$ cat src/rtl/pwm_bank_pkg.sv
package pwm_bank_pkg;

    localparam int CTRL_ADDR   = 8;
    localparam int CNT_BASE    = 12;
    localparam int CMP_BASE    = 16;
    localparam int CH_STRIDE   = 12;
    localparam int MOVED_ARL   = 4;

    // first bit of a channel's control group; one group is skipped after channel 0
    function automatic int grp_lsb(int c);
        return (c == 0) ? 0 : 4 * (c + 1);
    endfunction

    function automatic int arl_bit(int c);
        return (c == MOVED_ARL) ? grp_lsb(c) + 2 : grp_lsb(c) + 3;
    endfunction

    function automatic int cnt_addr(int c);
        return CNT_BASE + CH_STRIDE * c;
    endfunction

    function automatic int cmp_addr(int c);
        return CMP_BASE + CH_STRIDE * c;
    endfunction

    function automatic logic [63:0] ctrl_mask(int nch, int nout);
        logic [63:0] m;
        m = '0;
        for (int c = 0; c < nch; c++) begin
            m[grp_lsb(c)]     = 1'b1;
            m[grp_lsb(c) + 1] = 1'b1;
            m[arl_bit(c)]     = 1'b1;
            if (c < nout) m[grp_lsb(c) + 2] = 1'b1;
        end
        return m;
    endfunction

endpackage

$ cat src/rtl/pwm_bank_regs.sv
module pwm_bank_regs #(
    parameter int NCH  = 5,
    parameter int NOUT = 4,
    parameter int CW   = 16,
    parameter int AW   = 8,
    parameter int DW   = 32
) (
    input  logic                     clk,
    input  logic                     rst_n,
    input  logic                     bus_wr,
    input  logic [AW-1:0]            bus_addr,
    input  logic [DW-1:0]            bus_wdata,
    output logic [DW-1:0]            bus_rdata,
    output logic [NCH-1:0]           start_o,
    output logic [NCH-1:0]           mupd_o,
    output logic [NCH-1:0]           arl_o,
    output logic [NOUT-1:0]          inv_o,
    output logic [NCH-1:0][CW-1:0]   cnt_buf_o,
    output logic [NCH-1:0][CW-1:0]   cmp_buf_o
);
    import pwm_bank_pkg::*;

    localparam logic [DW-1:0] MASK = DW'(ctrl_mask(NCH, NOUT));

    typedef struct packed {
        logic [DW-1:0]          ctrl;
        logic [NCH-1:0][CW-1:0] cnt;
        logic [NCH-1:0][CW-1:0] cmp;
    } regs_t;

    regs_t q, d;

    always_comb begin
        d = q;
        if (bus_wr) begin
            if (bus_addr == AW'(CTRL_ADDR)) d.ctrl = bus_wdata & MASK;
            for (int c = 0; c < NCH; c++) begin
                if (bus_addr == AW'(cnt_addr(c))) d.cnt[c] = bus_wdata[CW-1:0];
                if (bus_addr == AW'(cmp_addr(c))) d.cmp[c] = bus_wdata[CW-1:0];
            end
        end
    end

    always_ff @(posedge clk) begin
        if (!rst_n) q <= '0;
        else        q <= d;
    end

    always_comb begin
        bus_rdata = '0;
        if (bus_addr == AW'(CTRL_ADDR)) bus_rdata = q.ctrl;
        for (int c = 0; c < NCH; c++) begin
            if (bus_addr == AW'(cnt_addr(c))) bus_rdata = DW'(q.cnt[c]);
            if (bus_addr == AW'(cmp_addr(c))) bus_rdata = DW'(q.cmp[c]);
        end
    end

    for (genvar c = 0; c < NCH; c++) begin : g_fld
        localparam int B  = grp_lsb(c);
        localparam int AP = arl_bit(c);
        assign start_o[c]   = q.ctrl[B];
        assign mupd_o[c]    = q.ctrl[B + 1];
        assign arl_o[c]     = q.ctrl[AP];
        assign cnt_buf_o[c] = q.cnt[c];
        assign cmp_buf_o[c] = q.cmp[c];
    end

    for (genvar c = 0; c < NOUT; c++) begin : g_inv
        localparam int B = grp_lsb(c);
        assign inv_o[c] = q.ctrl[B + 2];
    end

endmodule

$ cat src/rtl/pwm_bank_chan.sv
module pwm_bank_chan #(
    parameter int CW = 16
) (
    input  logic          clk,
    input  logic          rst_n,
    input  logic          start,
    input  logic          mupd,
    input  logic          arl,
    input  logic          tick,
    input  logic [CW-1:0] cnt_buf,
    input  logic [CW-1:0] cmp_buf,
    output logic [CW-1:0] cnt_work,
    output logic [CW-1:0] cmp_work,
    output logic          raw,
    output logic          tc
);
    typedef struct packed {
        logic [CW-1:0] cnt;
        logic [CW-1:0] cmp;
        logic          raw;
        logic          halt;
        logic          tc;
    } chan_t;

    chan_t q, d;
    logic  step;
    logic [CW-1:0] dec;

    assign step = start && tick && !q.halt;
    assign dec  = q.cnt - CW'(1);

    always_comb begin
        d    = q;
        d.tc = 1'b0;
        if (mupd) begin
            d.cnt  = cnt_buf;
            d.cmp  = cmp_buf;
            d.raw  = (cnt_buf == cmp_buf);
            d.halt = 1'b0;
        end else if (step) begin
            if (q.cnt == '0) begin
                d.tc = 1'b1;
                if (arl) begin
                    d.cnt = cnt_buf;
                    d.cmp = cmp_buf;
                    d.raw = (cnt_buf == cmp_buf);
                end else begin
                    d.halt = 1'b1;
                end
            end else begin
                d.cnt = dec;
                if (dec == q.cmp) d.raw = 1'b1;
            end
        end
    end

    always_ff @(posedge clk) begin
        if (!rst_n) q <= '0;
        else        q <= d;
    end

    assign cnt_work = q.cnt;
    assign cmp_work = q.cmp;
    assign raw      = q.raw;
    assign tc       = q.tc;

endmodule

$ cat src/rtl/pwm_bank_timer.sv
module pwm_bank_timer #(
    parameter int NCH  = 5,
    parameter int NOUT = 4,
    parameter int CW   = 16,
    parameter int AW   = 8,
    parameter int DW   = 32
) (
    input  logic            clk,
    input  logic            rst_n,
    input  logic            bus_wr,
    input  logic [AW-1:0]   bus_addr,
    input  logic [DW-1:0]   bus_wdata,
    output logic [DW-1:0]   bus_rdata,
    input  logic [NCH-1:0]  tick_en,
    output logic [NOUT-1:0] pwm_out,
    output logic [NCH-1:0]  tc_pulse
);
    logic [NCH-1:0]          start_w;
    logic [NCH-1:0]          mupd_w;
    logic [NCH-1:0]          arl_w;
    logic [NOUT-1:0]         inv_w;
    logic [NCH-1:0][CW-1:0]  cnt_buf_w;
    logic [NCH-1:0][CW-1:0]  cmp_buf_w;
    logic [NCH-1:0][CW-1:0]  cnt_work_w;
    logic [NCH-1:0][CW-1:0]  cmp_work_w;
    logic [NCH-1:0]          raw_w;

    pwm_bank_regs #(
        .NCH(NCH), .NOUT(NOUT), .CW(CW), .AW(AW), .DW(DW)
    ) u_regs (
        .clk       (clk),
        .rst_n     (rst_n),
        .bus_wr    (bus_wr),
        .bus_addr  (bus_addr),
        .bus_wdata (bus_wdata),
        .bus_rdata (bus_rdata),
        .start_o   (start_w),
        .mupd_o    (mupd_w),
        .arl_o     (arl_w),
        .inv_o     (inv_w),
        .cnt_buf_o (cnt_buf_w),
        .cmp_buf_o (cmp_buf_w)
    );

    for (genvar c = 0; c < NCH; c++) begin : g_ch
        pwm_bank_chan #(.CW(CW)) u_chan (
            .clk      (clk),
            .rst_n    (rst_n),
            .start    (start_w[c]),
            .mupd     (mupd_w[c]),
            .arl      (arl_w[c]),
            .tick     (tick_en[c]),
            .cnt_buf  (cnt_buf_w[c]),
            .cmp_buf  (cmp_buf_w[c]),
            .cnt_work (cnt_work_w[c]),
            .cmp_work (cmp_work_w[c]),
            .raw      (raw_w[c]),
            .tc       (tc_pulse[c])
        );
    end

    for (genvar c = 0; c < NOUT; c++) begin : g_pin
        assign pwm_out[c] = inv_w[c] ? ~raw_w[c] : raw_w[c];
    end

endmodule

$ cat config.mk
export PLATFORM = sky130hd
export DESIGN_NAME = pwm_bank_timer
export DESIGN_NICKNAME = d
export VERILOG_FILES = /design/src/rtl/pwm_bank_pkg.sv /design/src/rtl/pwm_bank_regs.sv /design/src/rtl/pwm_bank_chan.sv /design/src/rtl/pwm_bank_timer.sv
export SDC_FILE = /design/constraint.sdc
export NUM_CORES = 1
export LEC_CHECK = 0
export ABC_CLOCK_PERIOD_IN_PS = 2900
export BUFFER_PORTS_ARGS = -buffer_cell sky130_fd_sc_hd__buf_2
export CELL_PAD_IN_SITES_DETAIL_PLACEMENT = 0
export CELL_PAD_IN_SITES_GLOBAL_PLACEMENT = 1
export CORE_MARGIN = 4
export CORE_UTILIZATION = 46
export CTS_CLUSTER_SIZE = 8
export DETAILED_ROUTE_END_ITERATION = 7
export PLACE_DENSITY = 0.77
export SKIP_LAST_GASP = 1
export SLEW_MARGIN = 20
export SYNTH_ARGS = -nofsm -noshare
export SYNTH_HDL_FRONTEND = slang
export SYNTH_SLANG_ARGS = --single-unit
export TNS_END_PERCENT = 50
$ cat constraint.sdc
create_clock -name clk -period 2.9 [get_ports clk]
set_input_delay 0.29 -clock clk [delete_from_list [all_inputs] [get_ports clk]]
set_output_delay 0.29 -clock clk [all_outputs]
set_load 0.1 [all_outputs]
; ---- After elaboration in Yosys (flattened, before gate mapping)
; Cells that the tools add are included.
[classes]
muxes = 60
add_sub_neg = 5
bitwise_logic = 15
eq_ne = 26
reduce_logical = 79
[ops]
columns = op, count
row1 = two-way mux 23 bit, 11
row2 = two-way mux 35 bit, 5
row3 = two-way mux 34 bit, 5
row4 = two-way mux 33 bit, 5
row5 = == test 16 bit, 10
row6 = two-way mux 16 bit, 10
row7 = zero test 16 bit, 5
row8 = "subtractor 16 x 1 -> 16 bit, second input constant", 5
row9 = AND reduction 3 bit, 14
row10 = "== test 8 x 6 -> 1 bit, second input constant", 5
row11 = AND reduction 2 bit, 16
row12 = nonzero test 2 bit, 15
row13 = "== test 8 x 5 -> 1 bit, second input constant", 3
row14 = two-way mux 1 bit, 19
row15 = "== test 8 x 4 -> 1 bit, second input constant", 2
row16 = "inequality test 3 bit, second input constant", 5
row17 = NOT 1 bit, 15
row18 = OR reduction 3 bit, 5
row19 = nonzero test 3 bit, 4
row20 = logical AND 1 bit, 10
row21 = two-way mux 2 bit, 5
row22 = OR reduction 2 bit, 5
row23 = "== test 8 x 7 -> 1 bit, second input constant", 1
row24 = zero test 1 bit, 5
[word_totals]
out_inout_bits = 41
register_bits = 353
elab_cells = 220
input_bits = 48

; ---- Logic depth before layout (Yosys ltp)
; Gate-level depths: netlist of the first run.
[logic_depth]
word_depth = 12
ltp_mapped = 11
mapped_depth_nobuf = 9

; ---- Cells and area by module
; A second synthesis of the first run with hierarchy kept.
[hier_totals]
hier_cells = 2731
hier_area_um2 = 22262.6
[modules_own_cells]
columns = module, cells_each, instances, area_per_inst_um2, seq_area_each_um2
row1 = pwm_bank_chan, 328, 5, 2683.8, 700.7
row2 = pwm_bank_regs, 1087, 1, 8808.4, 3583.4
row3 = pwm_bank_timer, 4, 1, 35.0, 0.0

; ---- Least setup slack after synthesis of the first run
; No wires, ideal clock.
[synth_timing]
kind = input -> output
from = input port bus_addr[4]
to = output port bus_rdata[15]
slack_ps = -1238
required_ps = 2610
path_stages = 8
path_buffers = 2
arrival_time_ps = 3848
path_cell_list = clkbuf_1 -> nor4_1 -> and3_1 -> clkbuf_1 -> a221oi_1 -> o22ai_1 -> a21oi_1 -> o21ai_0
[synth_between]
elab_chain_cells = 12
word_cells_on_any_way = 22
classes_between = eq/ne: 11 / mux: 11
[synth_rtl]
columns = element, line
row1 = from (decl), pwm_bank_timer.sv:11  ; input logic [AW-1:0] bus_addr,
row2 = == test 8 x 4 -> 1 bit, pwm_bank_regs.sv:51  ; if (bus_addr == AW'(CTRL_ADDR)) bus_rdata = q.ctrl;
row3 = two-way mux 23 bit, pwm_bank_regs.sv:51
row4 = two-way mux 23 bit, pwm_bank_regs.sv:53  ; if (bus_addr == AW'(cnt_addr(c))) bus_rdata = DW'(q.cnt[c]);
row5 = two-way mux 23 bit, pwm_bank_regs.sv:54  ; if (bus_addr == AW'(cmp_addr(c))) bus_rdata = DW'(q.cmp[c]);
row6 = two-way mux 23 bit, pwm_bank_regs.sv:53
row7 = two-way mux 23 bit, pwm_bank_regs.sv:54
row8 = two-way mux 23 bit, pwm_bank_regs.sv:53
row9 = two-way mux 23 bit, pwm_bank_regs.sv:54
row10 = two-way mux 23 bit, pwm_bank_regs.sv:53
row11 = two-way mux 23 bit, pwm_bank_regs.sv:54
row12 = two-way mux 23 bit, pwm_bank_regs.sv:53
row13 = two-way mux 23 bit (*), pwm_bank_regs.sv:54
row14 = to (decl), pwm_bank_timer.sv:13  ; output logic [DW-1:0] bus_rdata,
; Mark *: on every way between the ends. The rest lies on a longest branch, timed or not.

; ---- Worst setup path in the final report of the first run
[layout_timing]
from = register u_regs.q (netlist bit u_regs.cnt_buf_o[29])
to = output port bus_rdata[13]
[layout_between]
elab_chain_cells = 8
[layout_rtl]
columns = element, line
row1 = from (decl), pwm_bank_regs.sv:31  ; regs_t q, d;
row2 = from (signal assigned), pwm_bank_regs.sv:45  ; if (!rst_n) q <= '0;
row3 = from (signal assigned), pwm_bank_regs.sv:46  ; else q <= d;
row4 = two-way mux 23 bit, pwm_bank_regs.sv:53
row5 = two-way mux 23 bit, pwm_bank_regs.sv:54
row6 = two-way mux 23 bit, pwm_bank_regs.sv:53
row7 = two-way mux 23 bit, pwm_bank_regs.sv:54
row8 = two-way mux 23 bit, pwm_bank_regs.sv:53
row9 = two-way mux 23 bit, pwm_bank_regs.sv:54
row10 = two-way mux 23 bit, pwm_bank_regs.sv:53
row11 = two-way mux 23 bit, pwm_bank_regs.sv:54
; Every way passes these cells.

==> impl_table.tex, run 1 <==
\begin{tabular}{lr}
\hline
Metric & Value \\
\hline
\multicolumn{2}{l}{\textbf{Run status}} \\
\quad Result of the run & finished with violations \\
\quad Violations in the final reports & setup timing \\
\multicolumn{2}{l}{\textbf{Logic synthesis}} \\
\quad Portion of the post-synthesis area used by sequential elements & 0.371 \\
\quad Top FF cell, synth & sky130\_fd\_sc\_hd\_\_dfxtp\_1 \\
\quad Top cell type by total area after synthesis & sky130\_fd\_sc\_hd\_\_dfxtp\_1 \\
\quad Count of state elements after synthesis & 337 \\
\quad Most instantiated library cell after synthesis & sky130\_fd\_sc\_hd\_\_nand2\_1 \\
\quad Commonest cells in the netlist & sky130\_fd\_sc\_hd\_\_nand2\_1, sky130\_fd\_sc\_hd\_\_dfxtp\_1, sky130\_fd\_sc\_hd\_\_a21oi\_1 \\
\quad Per-instance average area after synthesis & 7.63 sq um \\
\quad Synth Warn \# & 0 \\
\quad Largest cells by area after synthesis & sky130\_fd\_sc\_hd\_\_dfxtp\_1, sky130\_fd\_sc\_hd\_\_nand2\_1, sky130\_fd\_sc\_hd\_\_a21oi\_1 \\
\quad Area of the mapped netlist & 0.0182 sq mm \\
\quad Number of synthesized flops with an enable pin & 0 \\
\quad Distinct cell type count of the synthesized netlist & 86 \\
\quad Synthesized instance count & 2383 \\
\quad Top cell type's share of synthesized area & 0.371 \\
\quad Share of synthesized flip-flops with an asynchronous set or reset & 0 \\
\multicolumn{2}{l}{\textbf{CTS}} \\
\quad Largest buffer count on any clock path & 3 \\
\quad CTS H-Tree Depth & 2 \\
\quad Sink Count & 337 \\
\quad Clock buffer count from CTS & 48 \\
\quad CTS Root Cell & sky130\_fd\_sc\_hd\_\_clkbuf\_16 \\
\quad CTS tree & yes \\
\quad Register clock-pin slew on the reported worst setup and hold paths & 0.05 ns \\
\quad Clk\_lat worst skew & 0.57 ns \\
\quad Buffers inserted during post-CTS setup optimization & 0 \\
\multicolumn{2}{l}{\textbf{Pwr}} \\
\quad Switching power & 0.00233 W \\
\quad Logic pwr share & 0.045 \\
\quad Peak supply drop & 0.431 mV \\
\quad Internal portion of total power & 0.00778 W \\
\quad Sequential Power Share & 0.460 \\
\quad Share of power burned in the clock network & 0.496 \\
\quad Power per standard cell area & 481 mW/mm\^{}2 \\
\quad Net switching share of the total power & 0.231 \\
\quad Leak Pwr & 8.11 nW \\
\multicolumn{2}{l}{\textbf{Drt}} \\
\quad Count of antenna-violating nets left after detailed routing & 0 \\
\quad Vias after detailed routing & 17920 \\
\quad \# DRC & 0 \\
\quad First-pass iteration count of the detailed router & 6 \\
\quad WL final & 66.8 mm \\
\quad Drt via density & 6.06 \\
\quad Number of DRC violations after detailed-routing iteration 0 & 1811 \\
\quad WL per Instance & 22.6 microns \\
\multicolumn{2}{l}{\textbf{Global routing}} \\
\quad First-pass GRT wire length & 101 mm \\
\quad Number of global-route vias before repair & 16520 \\
\quad Global-route total usage across every layer & 0.304 \\
\quad GR Overflow Total & 0 \\
\quad Largest net degree at the start of global routing & 137 \\
\quad Initial antenna violation count & 3 \\
\multicolumn{2}{l}{\textbf{Floorplan}} \\
\quad Starting Density & 0.467 \\
\quad Die boundary height & 207 microns \\
\quad Number of ports placed on the die boundary & 89 \\
\quad Die Footprint & 0.0428 sq mm \\
\quad X dimension of the die & 207 microns \\
\quad FP Rows & 72 \\
\quad Core Box Area & 0.0389 sq mm \\
\multicolumn{2}{l}{\textbf{Final layout}} \\
\quad Non-Filler Instances & 2958 \\
\quad Number of nets in the final layout & 2494 \\
\quad Layout cells sized above 1 & 0.117 \\
\quad Area Growth Syn to Fin & 15.6\% \\
\quad Filler cell count in the final layout & 3764 \\
\multicolumn{2}{l}{\textbf{Setup path}} \\
\quad Startpoint type of the worst setup path & flop \\
\quad WP data required & 2.61 ns \\
\quad Critical path endpoint category & output port \\
\quad Type of the worst setup path & reg -> out \\
\quad Largest driver fanout on the critical path & 4 \\
\quad Arrival time at the worst endpoint & 2.62 ns \\
\multicolumn{2}{l}{\textbf{STA}} \\
\quad Worst clock skew & 0.0124 ns \\
\quad Transition time of the tightest slew-check pin & 0.960 ns \\
\quad Maximum clock frequency & 343 MHz \\
\quad Number of failing setup endpoints in the final timing report & 1 \\
\quad Least setup slack across all paths after layout & -0.0150 ns \\
\quad Worst-case hold slack & 0.103 ns \\
\quad Fraction of the cycle the final worst path needs & 1.01 \\
\quad Number of hold violations in the final report & 0 \\
\quad Worst max-slew margin expressed relative to the limit & 0.360 \\
\quad Total Negative Setup Slacks & -0.0150 ns \\
\quad Final critical-path required period & 2.91 ns \\
\quad RSZ-0062 raised after global routing & yes \\
\quad Final slew viol count & 0 \\
\multicolumn{2}{l}{\textbf{Placement}} \\
\quad HPWL after detailed placement & 47.4 mm \\
\quad GPL Wtd Cong & 1.01 \\
\quad Placed Instances & 2897 \\
\quad Total of buffers placed on input and output ports & 70 \\
\multicolumn{2}{l}{\textbf{Run}} \\
\quad Max Cap Violations & 0 \\
\multicolumn{2}{l}{\textbf{Min path}} \\
\quad Worst min-delay path category & in -> reg \\
\hline
\end{tabular}
## cell families after synthesis
logic type,Yosys count,synth area share
other,1,0.000206
AOI/OAI and AO/OA,629,0.214
xor gates and xnor gates,161,0.0783
adders and majority gates,10,0.00688
and+or+nand+nor,944,0.235
muxes,78,0.0431
buffers and inverters,223,0.0519
DFF,337,0.371
## metal layers
layer  part of all wire  GRT usage
met1               0.44      0.443
met3              0.093     0.0508
met2               0.44      0.467
met4              0.025     0.0829
met5            0.00031          0
## worst max-delay path, cell delays in order (launching register included)
cell and delay (ns):
sky130_fd_sc_hd__dfxtp_1 0.57, sky130_fd_sc_hd__a22oi_1 0.19, sky130_fd_sc_hd__o22a_1 0.26, sky130_fd_sc_hd__a221oi_1 0.29, sky130_fd_sc_hd__o221ai_1 0.20, sky130_fd_sc_hd__buf_4 0.22, sky130_fd_sc_hd__a21oi_4 0.14, sky130_fd_sc_hd__buf_12 0.19
## layout make-up
cell class,instances,area (sq um),area share
well taps,518,648,0.0308
flip-flops and latches,337,6750,0.321
repair buffers,180,1510,0.0719
inverters,38,150,0.00714
clock inverters,1,30.0,0.00143
diodes,1,2.50,0.000119
multi-input cells,1831,10700,0.509
clock buffers,52,1240,0.0588
## timing repair
item	CTS	global route
hold buffers	7	0
pin swaps	0	1
endpoints found under the setup margin	1	6
resized for setup	2	6
hold endpoints to repair	7	0
## sequential cells by signal (all words and copies together), names as in the netlist, 5 cells and up
| register | count |
|---|---|
| g_ch.u_chan.cnt_work | 80 |
| u_regs.cmp_buf_o | 80 |
| u_regs.cnt_buf_o | 80 |
| g_ch.u_chan.cmp_work | 64 |
| g_ch.u_chan.q | 5 |
| g_ch.u_chan.tc | 5 |
| u_regs.arl_o | 5 |
| u_regs.mupd_o | 5 |
| u_regs.start_o | 5 |
## worst paths after layout
check | startpoint | end | slack, ns | cells past startpoint
worst min-delay path | rst_n | g_ch[2].u_chan.cnt_work[3] | 0.10 | 3
worst min register to register | u_regs.cmp_buf_o[70] | u_regs.cmp_buf_o[70] | 0.45 | 2
worst max-delay path | u_regs.cnt_buf_o[29] | bus_rdata[13] | -0.01 | 7
worst max register to register | g_ch[3].u_chan.cnt_work[0] | g_ch[3].u_chan.raw | 0.21 | 9
## layout by cell type (no fill, tap or decap), types with 12 or more instances in the layout
cell                        Yosys  final
sky130_fd_sc_hd__nand3_1       73     73
sky130_fd_sc_hd__nor2_1       214    213
sky130_fd_sc_hd__xor2_1        50     50
sky130_fd_sc_hd__o221ai_1      17     17
sky130_fd_sc_hd__o22ai_1       29     29
sky130_fd_sc_hd__a21oi_1      301    288
sky130_fd_sc_hd__o21ai_0       81     78
sky130_fd_sc_hd__and2_1        22     22
sky130_fd_sc_hd__a221oi_1      13     12
sky130_fd_sc_hd__a22oi_1       23     23
sky130_fd_sc_hd__o211ai_1      19     19
sky130_fd_sc_hd__buf_4         14     96
sky130_fd_sc_hd__buf_2         25     54
sky130_fd_sc_hd__xnor2_1      110    110
sky130_fd_sc_hd__buf_12         0     22
sky130_fd_sc_hd__dfxtp_1      337    336
sky130_fd_sc_hd__nor3_1        45     43
sky130_fd_sc_hd__clkbuf_16      0     49
sky130_fd_sc_hd__and3_1        19     18
sky130_fd_sc_hd__a21o_1        13     13
sky130_fd_sc_hd__nor4_1        30     28
sky130_fd_sc_hd__mux2i_1       76     76
sky130_fd_sc_hd__nand2_1      427    427
sky130_fd_sc_hd__a31oi_1       24     22
sky130_fd_sc_hd__nand4_1       28     28
sky130_fd_sc_hd__inv_1         35     35
## power groups by stage
stage	logic [W]	registers, W	clock network (W)
3_3_place_gp	0.000430	0.00474	0
2_1_floorplan	0.000259	0.00474	0
6_report	0.000453	0.00465	0.00502
4_1_cts	0.000441	0.00465	0.00512
3_5_place_dp	0.000432	0.00474	0
5_1_grt	0.000469	0.00464	0.00527
## metrics by stage
step                      setup slack, ns  power [W]  area (sq um)  utilization
after floorplan                    -0.377    0.00500         18300            -
after global placement              0.108    0.00517         19700        0.505
after detailed placement           0.0765    0.00517         19700        0.505
after CTS                          0.0580     0.0102         21000        0.540
after global routing              -0.0485     0.0104         21000        0.541
final                             -0.0150     0.0101         21000        0.541
(Power assumes the default switching activity.)
==> inputs of run 2 (changes only) <==
--- a/config.mk
+++ b/config.mk
@@ -11,9 +11,10 @@
 export CELL_PAD_IN_SITES_GLOBAL_PLACEMENT = 1
 export CORE_MARGIN = 4
 export CORE_UTILIZATION = 46
+export CTS_CLUSTER_DIAMETER = 80
 export CTS_CLUSTER_SIZE = 8
 export DETAILED_ROUTE_END_ITERATION = 7
-export PLACE_DENSITY = 0.77
+export PLACE_DENSITY_LB_ADDON = 0.15
 export SKIP_LAST_GASP = 1
 export SLEW_MARGIN = 20
 export SYNTH_ARGS = -nofsm -noshare
==> run 2 against run 1 <==
  * The flow still finishes with violations (setup timing)
  * Clock skew grew 0.0057 ns
  * Register-to-register slack lost 0.02 ns
  * Total power grew 0.54%
  * Flip-flop and latch count is the same
  * Via count grew 1.0%
  * First-iteration DRC count grew 3.3%
  * Routed wire length grew 3.2%
  * Cell count grew 0.44%
  * Sequential share of layout area shrank 0.17 points
  * Sequential power is essentially flat
  * Global-route usage grew 1.4 points
  * Combinational power grew 3%
  * Critical endpoint unchanged
  * Largest cell class unchanged
  * Largest power group unchanged
  * Highest routed layer is now met4
==> impl_table.tex, run 2 (synthesis gave the netlist of run 1 again) <==
\begin{tabular}{lr}
\hline
Metric & Value \\
\hline
\multicolumn{2}{l}{\textbf{Final layout}} \\
\quad Number of nets in the final layout & 2509 (+0.60\%) \\
\quad Commonest non-fill, non-tap cells in the layout & sky130\_fd\_sc\_hd\_\_nand2\_1, sky130\_fd\_sc\_hd\_\_dfxtp\_1, sky130\_fd\_sc\_hd\_\_a21oi\_1 \\
\quad Area Growth Syn to Fin & 16.3\% \\
\quad Layout cells sized above 1 & 0.122 (+0.00463) \\
\quad Non-Filler Instances & 2971 (+0.44\%) \\
\quad Post-route core utilization & 0.543 (+0.00292) \\
\quad Total inserted antenna cells & 0 (-1) \\
\quad Most common library cell in the layout ignoring fill and taps & sky130\_fd\_sc\_hd\_\_nand2\_1 \\
\multicolumn{2}{l}{\textbf{Floorplan}} \\
\quad Core Box Area & 0.0389 sq mm (unchanged) \\
\quad Number of ports placed on the die boundary & 89 (unchanged) \\
\quad X dimension of the die & 207 microns (unchanged) \\
\quad FP Rows & 72 (unchanged) \\
\quad Starting Density & 0.467 (unchanged) \\
\quad Die boundary height & 207 microns (unchanged) \\
\quad Die Footprint & 0.0428 sq mm (unchanged) \\
\multicolumn{2}{l}{\textbf{Global routing}} \\
\quad Global-route total usage across every layer & 0.318 (+0.0136) \\
\quad Largest net degree at the start of global routing & 112 (-18\%) \\
\quad Initial antenna violation count & 0 (-3) \\
\quad Number of global-route vias before repair & 16804 (+1.7\%) \\
\quad First-pass GRT wire length & 104 mm (+3.4\%) \\
\quad GR Overflow Total & 0 (unchanged) \\
\multicolumn{2}{l}{\textbf{CTS}} \\
\quad Buffers inserted during post-CTS setup optimization & 0 (unchanged) \\
\quad Clock buffer count from CTS & 48 (unchanged) \\
\quad Register clock-pin slew on the reported worst setup and hold paths & 0.05 ns (about the same) \\
\quad CTS H-Tree Depth & 2 (unchanged) \\
\quad CTS tree & yes \\
\quad Largest buffer count on any clock path & 3 (unchanged) \\
\quad Sink Count & 337 (unchanged) \\
\quad CTS Root Cell & sky130\_fd\_sc\_hd\_\_clkbuf\_16 \\
\quad Clk\_lat worst skew & 0.58 ns (about the same) \\
\multicolumn{2}{l}{\textbf{Pwr}} \\
\quad Peak supply drop & 0.370 mV (-14\%) \\
\quad Switching power & 0.00237 W (+1.5\%) \\
\quad Power per standard cell area & 481 mW/mm\^{}2 (about the same) \\
\quad Net switching share of the total power & 0.233 (+0.00219) \\
\quad Internal portion of total power & 0.00780 W (+0.25\%) \\
\quad Sequential Power Share & 0.457 (-0.003) \\
\quad Logic pwr share & 0.046 (about the same) \\
\quad Share of power burned in the clock network & 0.497 (about the same) \\
\quad Leak Pwr & 8.19 nW (+0.93\%) \\
\multicolumn{2}{l}{\textbf{STA}} \\
\quad Number of hold violations in the final report & 0 (unchanged) \\
\quad Number of failing setup endpoints in the final timing report & 1 (unchanged) \\
\quad Final critical-path required period & 2.90 ns (-0.0147 ns) \\
\quad Fraction of the cycle the final worst path needs & 1.00 (-0.00508) \\
\quad Least setup slack across all paths after layout & -0.000253 ns (+0.0147 ns) \\
\quad Final slew viol count & 0 (unchanged) \\
\quad Worst clock skew & 0.0181 ns (+0.00570 ns) \\
\quad Maximum clock frequency & 345 MHz (+0.51\%) \\
\quad Transition time of the tightest slew-check pin & 1.01 ns (+0.0523 ns) \\
\quad Worst-case hold slack & 0.129 ns (+0.0266 ns) \\
\quad RSZ-0062 raised after global routing & yes \\
\quad Total Negative Setup Slacks & -0.000253 ns (+0.0147 ns) \\
\quad Worst max-slew margin expressed relative to the limit & 0.325 (-0.0349) \\
\multicolumn{2}{l}{\textbf{Setup path}} \\
\quad Type of the worst setup path & reg -> out \\
\quad Largest driver fanout on the critical path & 4 (unchanged) \\
\quad Worst path bufs/invs & 2 (unchanged) \\
\quad Cell family contributing the most delay on the critical path & compound AO/OA/AOI/OAI gates \\
\quad WP data required & 2.61 ns (about the same) \\
\quad Arrival time at the worst endpoint & 2.61 ns (about the same) \\
\quad Delay of the slowest cell on the worst path & 0.56 ns (about the same) \\
\quad Critical path endpoint category & output port \\
\quad Ordered list of cells on the worst path & a22oi\_1, o22a\_1, a221oi\_1, o221ai\_1, buf\_4, a21oi\_4, buf\_12 \\
\quad Startpoint type of the worst setup path & flop \\
\quad Slowest stage cell, crit path & sky130\_fd\_sc\_hd\_\_dfxtp\_1 \\
\multicolumn{2}{l}{\textbf{Drt}} \\
\quad Vias after detailed routing & 18101 (+1.0\%) \\
\quad Number of DRC violations after detailed-routing iteration 0 & 1871 (+3.3\%) \\
\quad WL final & 68.9 mm (+3.2\%) \\
\quad First-pass iteration count of the detailed router & 6 (unchanged) \\
\quad Drt via density & 6.09 (+0.57\%) \\
\quad WL per Instance & 23.2 microns (+2.8\%) \\
\quad Count of antenna-violating nets left after detailed routing & 0 (unchanged) \\
\quad \# DRC & 0 (unchanged) \\
\multicolumn{2}{l}{\textbf{Placement}} \\
\quad Total of buffers placed on input and output ports & 70 (unchanged) \\
\quad GPL Wtd Cong & 0.979 (-3.0\%) \\
\quad Placed Instances & 2912 (+0.52\%) \\
\quad HPWL after detailed placement & 49.4 mm (+4.2\%) \\
\multicolumn{2}{l}{\textbf{Run status}} \\
\quad Result of the run & finished with violations \\
\quad Violations in the final reports & setup timing \\
\multicolumn{2}{l}{\textbf{Min path}} \\
\quad Worst min-delay path category & in -> reg \\
\multicolumn{2}{l}{\textbf{Run}} \\
\quad Max Cap Violations & 0 (unchanged) \\
\hline
\end{tabular}
-- run 2: cell count changes in the layout (fill, tap and decap cells not counted), sizes merged --
cell / previous run / this run
clkbuf: 52 / 51
buf: 173 / 188
diode: 1 / 0
-- run 2: through the flow --
step	total power [W]	setup WS (ns)	cell area, sq um
after global routing	0.0104	-0.0523	21200
after floorplan	0.00500	-0.377	18300
final	0.0102	-0.000253	21200
after global placement	0.00518	0.0369	19800
after detailed placement	0.00519	0.0603	19800
after CTS	0.0102	0.0311	21100
-- run 2: path summary, 6_finish.rpt --
path,startpoint,end,slack (ns),depth (start not counted)
max,u_regs.cnt_buf_o[29],bus_rdata[13],-0.0003,7
min,rst_n,g_ch[2].u_chan.cnt_work[7],0.13,2
max reg2reg,g_ch[0].u_chan.cnt_work[0],g_ch[0].u_chan.raw,0.19,9
min reg2reg,u_regs.cmp_buf_o[64],u_regs.cmp_buf_o[64],0.45,2
-- run 2: power groups by stage --
stage | sequential [W] | combinational (W) | clock [W]
finish | 0.00465 | 0.000465 | 0.00506
global route | 0.00464 | 0.000481 | 0.00531
CTS | 0.00465 | 0.000453 | 0.00513
detailed placement | 0.00474 | 0.000445 | 0
global placement | 0.00474 | 0.000442 | 0
floorplan | 0.00474 | 0.000259 | 0
-- run 2: worst register-to-register path, cell delays in order, from the launching register on --
cell	delay (ns)
sky130_fd_sc_hd__dfxtp_1	0.38
sky130_fd_sc_hd__inv_1	0.12
sky130_fd_sc_hd__ha_1	0.30
sky130_fd_sc_hd__nor3b_2	0.36
sky130_fd_sc_hd__nand4_1	0.19
sky130_fd_sc_hd__or3_1	0.42
sky130_fd_sc_hd__xnor2_1	0.20
sky130_fd_sc_hd__nand4_1	0.10
sky130_fd_sc_hd__o21ai_0	0.35
sky130_fd_sc_hd__mux2i_1	0.23
-- run 2: per-layer routing --
metal | routed length, microns | track usage | share of wire | vias up
met2 | 30800 | 0.493 | 0.45 | 743
li1 | - | - | - | 8482
met1 | 30700 | 0.456 | 0.45 | 8726
met4 | 2150 | 0.0963 | 0.031 | 0
met3 | 5280 | 0.0517 | 0.077 | 150
met5 | 0 | 0 | 0 | -
-- run 2: area by class of cell --
cell class / instances / area (sq um)
Clock buffer: 51 / 1240
Sequential cell: 337 / 6750
Timing Repair Buffer: 195 / 1630
Tap cell: 518 / 648
Multi-Input combinational cell: 1831 / 10700
Fill cell: 3765 / 17800
Clock inverter: 1 / 30.0
Inverter: 38 / 150
-- run 2: repair_timing --
action                                  CTS  global route
pin swaps                                 0             3
hold endpoints to repair                  7             0
resized for setup                         1             5
hold buffers                              7             0
endpoints found under the setup margin    1            10
